===== config.mk =====
export PLATFORM = sky130hd
export DESIGN_NAME = hdlc_tx_framer
export DESIGN_NICKNAME = d
export VERILOG_FILES = /design/src/rtl/hdlc_tx_pkg.sv /design/src/rtl/hdlc_tx_ctrl.sv /design/src/rtl/hdlc_tx_dp.sv /design/src/rtl/hdlc_tx_framer.sv
export SDC_FILE = /design/constraint.sdc
export NUM_CORES = 1
export LEC_CHECK = 0
export BUFFER_PORTS_ARGS = -buffer_cell sky130_fd_sc_hd__buf_2
export CAP_MARGIN = 20
export CORE_MARGIN = 2
export CORE_UTILIZATION = 50
export DETAILED_ROUTE_END_ITERATION = 10
export PLACE_DENSITY = 0.72
export SYNTH_ARGS = -nofsm -noshare
export SYNTH_HDL_FRONTEND = slang
export SYNTH_HIERARCHICAL = 1
export SYNTH_SLANG_ARGS = --single-unit

===== constraint.sdc =====
create_clock -name clk -period 5.15 [get_ports clk]
set_input_delay 0.7725 -clock clk [delete_from_list [all_inputs] [get_ports clk]]
set_output_delay 0.7725 -clock clk [all_outputs]
set_load 0.02 [all_outputs]

===== src/rtl/hdlc_tx_pkg.sv =====
package hdlc_tx_pkg;
  // kind of unit now in the shifter
  typedef enum logic [1:0] {UNIT_FLAG, UNIT_DATA, UNIT_FCS} unitKind_t;

  // strobes from control to datapath, valid for one cycle
  typedef struct packed {
    logic idleMark;   // transmitter gated off: drive mark
    logic emitStuff;  // send inserted zero, position held
    logic loadData;   // take buffer byte, send its first bit
    logic loadFcs;    // take inverted check, send its first bit
    logic loadFlag;   // take flag, send its first bit
    logic shiftOut;   // send next bit of current unit
    logic crcStep;    // fold the bit sent into the check
    logic crcPreset;  // start a new check before folding
  } txStrobe_t;
endpackage


===== src/rtl/hdlc_tx_ctrl.sv =====
module hdlc_tx_ctrl
  import hdlc_tx_pkg::*;
#(
  parameter int DATA_W    = 8,
  parameter int CRC_W     = 16,
  parameter int STUFF_RUN = 5
) (
  input  logic       clk,
  input  logic       rstN,
  input  logic       txEnable,
  input  logic       autoEnable,
  input  logic       ctsN,
  input  logic       bitEn,
  input  logic       wrEn,
  input  logic       intClr,
  input  logic       outBit,
  output txStrobe_t  strb,
  output logic       bufEmpty,
  output logic       txIntPend,
  output logic       eomStatus
);
  localparam int CNT_W = $clog2(CRC_W + 1);
  localparam int RUN_W = $clog2(STUFF_RUN + 1);
  localparam logic [CNT_W-1:0] DATA_LAST = CNT_W'(DATA_W - 1);
  localparam logic [CNT_W-1:0] FCS_LAST  = CNT_W'(CRC_W - 1);
  localparam logic [RUN_W-1:0] RUN_MAX   = RUN_W'(STUFF_RUN);

  logic [CNT_W-1:0] bitsLeft;
  logic [RUN_W-1:0] onesRun;
  unitKind_t        unit;
  logic             inFrame, bufFull, intPend, eomReg;
  logic             active, tick, bitSent, bitStuffable, fcsLoad;

  always_comb begin
    active = txEnable & (~autoEnable | ~ctsN);
    tick   = active & bitEn;
    strb   = '0;
    strb.idleMark = ~active;
    if (tick) begin
      if (onesRun == RUN_MAX) begin
        strb.emitStuff = 1'b1;
      end else if (bitsLeft == '0) begin
        if (bufFull) begin
          strb.loadData  = 1'b1;
          strb.crcStep   = 1'b1;
          strb.crcPreset = ~inFrame;
        end else if (inFrame) begin
          strb.loadFcs = 1'b1;
        end else begin
          strb.loadFlag = 1'b1;
        end
      end else begin
        strb.shiftOut = 1'b1;
        strb.crcStep  = (unit == UNIT_DATA);
      end
    end
    bitSent      = strb.loadData | strb.loadFcs | strb.loadFlag | strb.shiftOut;
    bitStuffable = strb.loadData | strb.loadFcs | (strb.shiftOut & (unit != UNIT_FLAG));
    fcsLoad      = strb.loadFcs;
  end

  always_ff @(posedge clk) begin
    if (!rstN) begin
      bitsLeft <= '0;
      unit     <= UNIT_FLAG;
      onesRun  <= '0;
      inFrame  <= 1'b0;
      bufFull  <= 1'b0;
      intPend  <= 1'b0;
      eomReg   <= 1'b0;
    end else begin
      if (strb.loadData) begin
        bitsLeft <= DATA_LAST;
        unit     <= UNIT_DATA;
        inFrame  <= 1'b1;
      end else if (strb.loadFcs) begin
        bitsLeft <= FCS_LAST;
        unit     <= UNIT_FCS;
        inFrame  <= 1'b0;
      end else if (strb.loadFlag) begin
        bitsLeft <= DATA_LAST;
        unit     <= UNIT_FLAG;
      end else if (strb.shiftOut) begin
        bitsLeft <= bitsLeft - CNT_W'(1);
      end

      if (strb.emitStuff)
        onesRun <= '0;
      else if (bitSent)
        onesRun <= (bitStuffable && outBit) ? onesRun + RUN_W'(1) : '0;

      if (wrEn)
        bufFull <= 1'b1;
      else if (strb.loadData)
        bufFull <= 1'b0;

      if (strb.loadData && !wrEn)
        intPend <= 1'b1;
      else if (wrEn || intClr)
        intPend <= 1'b0;

      if (strb.loadFcs)
        eomReg <= 1'b1;
      else if (strb.loadData && !inFrame)
        eomReg <= 1'b0;
    end
  end

  assign bufEmpty  = ~bufFull;
  assign txIntPend = intPend;
  assign eomStatus = eomReg;


  run_limit_chk: assert property (@(posedge clk) disable iff (!rstN)
    onesRun <= RUN_MAX);

  empty_irq_chk: assert property (@(posedge clk) disable iff (!rstN)
    $rose(bufEmpty) |-> txIntPend);

  write_fill_chk: assert property (@(posedge clk) disable iff (!rstN)
    wrEn |=> !bufEmpty);

  eom_source_chk: assert property (@(posedge clk) disable iff (!rstN)
    $rose(eomStatus) |-> $past(fcsLoad));
endmodule


===== src/rtl/hdlc_tx_dp.sv =====
module hdlc_tx_dp
  import hdlc_tx_pkg::*;
#(
  parameter int                DATA_W   = 8,
  parameter int                CRC_W    = 16,
  parameter logic [CRC_W-1:0]  CRC_POLY = 16'h8408,
  parameter logic [CRC_W-1:0]  CRC_INIT = 16'hFFFF,
  parameter logic [DATA_W-1:0] FLAG_PAT = 8'h7E
) (
  input  logic              clk,
  input  logic              rstN,
  input  txStrobe_t         strb,
  input  logic              wrEn,
  input  logic [DATA_W-1:0] wrData,
  output logic              outBit,
  output logic              txd
);
  // the shifter is as wide as the check field; bytes are zero-padded
  localparam int PAD_W = CRC_W - DATA_W;

  logic [DATA_W-1:0] bufReg;
  logic [CRC_W-1:0]  shReg, crcReg, unitWord, crcBase, crcNext;
  logic              feedBack, txdReg;

  always_comb begin
    unitWord = shReg;
    if (strb.loadData)
      unitWord = {{PAD_W{1'b0}}, bufReg};
    else if (strb.loadFcs)
      unitWord = ~crcReg;
    else if (strb.loadFlag)
      unitWord = {{PAD_W{1'b0}}, FLAG_PAT};
    outBit   = strb.emitStuff ? 1'b0 : unitWord[0];
    crcBase  = strb.crcPreset ? CRC_INIT : crcReg;
    feedBack = crcBase[0] ^ outBit;
    crcNext  = (crcBase >> 1) ^ (feedBack ? CRC_POLY : '0);
  end

  always_ff @(posedge clk) begin
    if (!rstN) begin
      bufReg <= '0;
      shReg  <= '0;
      crcReg <= CRC_INIT;
      txdReg <= 1'b1;
    end else begin
      if (wrEn)
        bufReg <= wrData;
      if (strb.loadData || strb.loadFcs || strb.loadFlag || strb.shiftOut)
        shReg <= unitWord >> 1;
      if (strb.crcStep)
        crcReg <= crcNext;
      if (strb.idleMark)
        txdReg <= 1'b1;
      else if (strb.emitStuff || strb.loadData || strb.loadFcs ||
               strb.loadFlag || strb.shiftOut)
        txdReg <= outBit;
    end
  end

  assign txd = txdReg;


  stuff_zero_chk: assert property (@(posedge clk) disable iff (!rstN)
    strb.emitStuff |=> !txd);

  flag_open_chk: assert property (@(posedge clk) disable iff (!rstN)
    strb.loadFlag |=> !txd);
endmodule


===== src/rtl/hdlc_tx_framer.sv =====
module hdlc_tx_framer
  import hdlc_tx_pkg::*;
#(
  parameter int DATA_W    = 8,
  parameter int CRC_W     = 16,
  parameter int STUFF_RUN = 5
) (
  input  logic              clk,
  input  logic              rstN,
  input  logic              wrEn,
  input  logic [DATA_W-1:0] wrData,
  input  logic              intClr,
  input  logic              txEnable,
  input  logic              autoEnable,
  input  logic              ctsN,
  input  logic              bitEn,
  output logic              txd,
  output logic              bufEmpty,
  output logic              txIntPend,
  output logic              eomStatus
);
  txStrobe_t strb;
  logic      outBit;

  hdlc_tx_ctrl #(.DATA_W(DATA_W), .CRC_W(CRC_W), .STUFF_RUN(STUFF_RUN)) u_ctrl (
    .clk(clk), .rstN(rstN), .txEnable(txEnable), .autoEnable(autoEnable),
    .ctsN(ctsN), .bitEn(bitEn), .wrEn(wrEn), .intClr(intClr), .outBit(outBit),
    .strb(strb), .bufEmpty(bufEmpty), .txIntPend(txIntPend), .eomStatus(eomStatus)
  );

  hdlc_tx_dp #(.DATA_W(DATA_W), .CRC_W(CRC_W)) u_dp (
    .clk(clk), .rstN(rstN), .strb(strb), .wrEn(wrEn), .wrData(wrData),
    .outBit(outBit), .txd(txd)
  );


  gate_mark_chk: assert property (@(posedge clk) disable iff (!rstN)
    !(txEnable && (!autoEnable || !ctsN)) |=> txd);

  tick_hold_chk: assert property (@(posedge clk) disable iff (!rstN)
    (!bitEn && txEnable && !autoEnable) |=> $stable(txd));
endmodule


==> impl_metrics.yaml <==
placed_design:
  post-place-cells: 388
  io_buffers: 19
  gp_congestion: 0.7746
  placed_area_um2: 2723
  dp_hpwl_um: 3598
detailed_routing:
  antenna_left: 0
  drtIter0Drc: 160
  routed_via_density: 5.413
  routed_wl_um: 5299
  drt_pass1_iterations: 4
  dr_total_vias: 2149
  wire_per_inst_um: 13.35
  drc_errors: 0
cts:
  postCtsSetupRepairBufs: 0
  cts_sinks: 54
  clockRootBuffer: "clkbuf_8"
  postCtsHoldBufs: 0
  clkLatencyLatePin_ns: 0.31
  cts_tree: "built"
  clk_path_buf_depth: 2
  post_cts_resized: 0
  cts_max_level: 2
  cts.clk_slew.worst_paths_ns: 0.09
  cts-buffers-inserted: 5
critical_path:
  cp_slowest_cell: "and3_1"
  worst_path_most_repeated_cell: "inv_1"
  end_kind: "flop"
  crit_chain: "buf_2, a21boi_1, and3_1, nand3_1, inv_1, nor2b_1, a311o_1, inv_1, o21ai_0, nor2_1, o311ai_2, a211oi_2"
  required_ns: 5.33
  cpPeakStageDelay_ns: 0.53
  cp_max_fo: 19
  cp-start-kind: "input port"
  crit_arrival_ns: 3.65
  worstSetupPathType: "input port to flop"
pwr:
  ir_worst_vdd_mv: 0.1193
  comb_power_share_pct: 12.1
  power.internal_uw: 628.8
  clock_power_share_pct: 34.5
  cellPowerDensity_nw_per_um2: 291.4
  switching_share_pct: 24.50
  p_leak_uw: 0.001087
  p_seq_share_pct: 53.4
  power.switching_uw: 204.1
  total_power_uw: 832.9
floorplan:
  fp.dieW_um: 76.18
  dieArea_um2: 5803
  num_rows: 26
  io_pins: 20
  fp.dieH_um: 76.18
  start_util_pct: 51.33
  core_um2: 5075
logic_synthesis:
  ys_types: 46
  netlist_instances: 318
  synthesis.area_um2: 2605
  yosysSeqAreaShare_pct: 41.50
  syn_nets: 338
  yosysWarnings: 6
  syn_avg_cell_area_um2: 8.192
  ys_ff_latch: 54
global_route:
  grt_pass1_wl_um: 9439
  grt_overflow_total: 0
  antenna_found_initial: 0
  grt_max_degree: 35
  grt_pass1_vias: 1966
  grt_usage_pct: 19.84
final_layout:
  final_cell_mix: "dfxtp_1, nor2_1, nand2_1, o21ai_0, buf_2"
  diodes: 0
  final_nets: 347
  final_cell_area_um2: 2858
  nFillCells: 480
  layout_commonest_cell: "dfxtp_1"
  synthToLayoutAreaGrowth_pct: 9.702
  drive_gt1_share_pct: 11.62
  finalNonFillerCells: 397
hold_path:
  hp-class: "flop to flop"
timing:
  max_freq_mhz: 288.8
  report.final.slew_viol_count: 0
  fin_crit_ns: 3.462
  holdWs_ns: 0.4559
  setup_viol: 0
  relSlewSlack_pct: 51.91
  hold_violations: 0
  clock_skew_ns: 0.009779
  finalCritPeriodShare_pct: 67.23
  setup_tns_ns: 0
  rsz0062_at_grt: "false"
  tightest_slew_ns: 0.7205
outcome:
  status: "finished, final reports clean"
flow_run:
  drv_cap: 0
==> path summary, 6_finish.rpt <==
path	endpoint	start	slack (ns)	depth (start not counted)
worst max-delay path	u_ctrl/onesRun[1]$_SDFFE_PP0P_	ctsN	1.69	12
worst min-delay path	u_dp/shReg[12]$_SDFFE_PN0P_	u_dp/shReg[12]$_SDFFE_PN0P_	0.46	2
worst max register to register	u_ctrl/onesRun[1]$_SDFFE_PP0P_	u_ctrl/onesRun[1]$_SDFFE_PP0P_	1.88	13
worst min register to register	u_dp/shReg[12]$_SDFFE_PN0P_	u_dp/shReg[12]$_SDFFE_PN0P_	0.46	2
==> routing by layer <==
layer  GRT usage (%)  vias up  part of all wire, %
li1                -     1129                    -
met1           30.16      991                   55
met2           27.59       21                   40
met3           3.910        8                  2.5
met4           7.455        0                  1.5
met5               0        -                    0
==> cells in the mapped netlist, drive strengths merged <==
cell,count,area (um2)
a22oi,1,7.510
o211ai,1,7.510
a21boi,4,30.03
nand4,4,25.02
a211o,1,8.760
o311ai,1,16.27
o211a,3,30.03
nor2,43,168.9
clkbuf,16,60.06
nand2,37,138.9
a221oi,6,52.55
xnor2,1,8.760
nor4b,1,23.77
ha,4,50.05
a311o,1,10.01
and4,1,8.760
nand3b,2,15.01
xor2,1,8.760
nor3,4,20.02
o21a,1,7.510
o2111ai,4,35.03
or4b,1,10.01
mux2i,9,90.09
nor3b,9,67.56
nor2b,14,87.58
dfxtp,54,1081
a21oi,11,55.05
a211oi,14,110.1
a32oi,1,8.760
or3b,1,8.760
nor4,1,12.51
or3,1,6.260
and3,2,12.51
inv,11,41.29
o21ai,29,145.1
buf,7,38.79
nor4bb,1,10.01
nand3,8,40.04
nand2b,6,37.54
o41ai,1,8.760
==> cell type report <==
cell class                 count  area, um2  area share [%]
timing repair buffer          25      147.6           5.166
clock buffer                   6      82.58           2.890
multi-input combinational    230       1388           48.56
sequential                    54       1081           37.83
inverter                      11      41.29           1.445
tap                           70      87.58           3.065
clock inverter                 1      30.03           1.051
==> metrics by stage <==
step	worst slack, ns	utilization (%)
floorplan	2.126	-
global placement	1.470	53.65
detailed placement	1.402	53.65
CTS	1.744	55.87
global route	1.319	56.31
finish	1.688	56.31
==> sequential cells by signal, indices dropped and copies added (netlist names) <==
name and count:
u_ctrl/onesRun 3, u_ctrl/unit 2, u_ctrl/inFrame 1, u_dp/txd 1
u_dp/bufReg 8, u_ctrl/txIntPend 1, u_dp/shReg 15, u_ctrl/bufFull 1
u_dp/crcReg 16, u_ctrl/bitsLeft 5, u_ctrl/eomStatus 1
==> kinds of logic after synthesis <==
| family | count (synthesis) | share of synthesized area (%) |
|---|---|---|
| AOI/OAI and AO/OA | 79 | 20.46 |
| xor gates and xnor gates | 2 | 0.6726 |
| adders and majority gates | 4 | 1.921 |
| buffers and inverters | 34 | 5.380 |
| DFF | 54 | 41.50 |
| muxes | 9 | 3.458 |
| and+or+nand+nor | 136 | 26.61 |
==> power groups by stage <==
stage	Clock (uW)	Combinational [uW]	Sequential (uW)
after detailed placement	0	98.2	453
after global placement	0	96.7	454
final	287	101	444
after global routing	312	113	446
after CTS	296	98.7	444
after floorplan	0	77.1	450
==> worst max-delay path: cells and delay by family <==
kind	cells	cell delay [ns]
compound gates	5	1.08
buf+inv	3	0.64
simple gates	4	1.14
(Power assumes the default switching activity.)
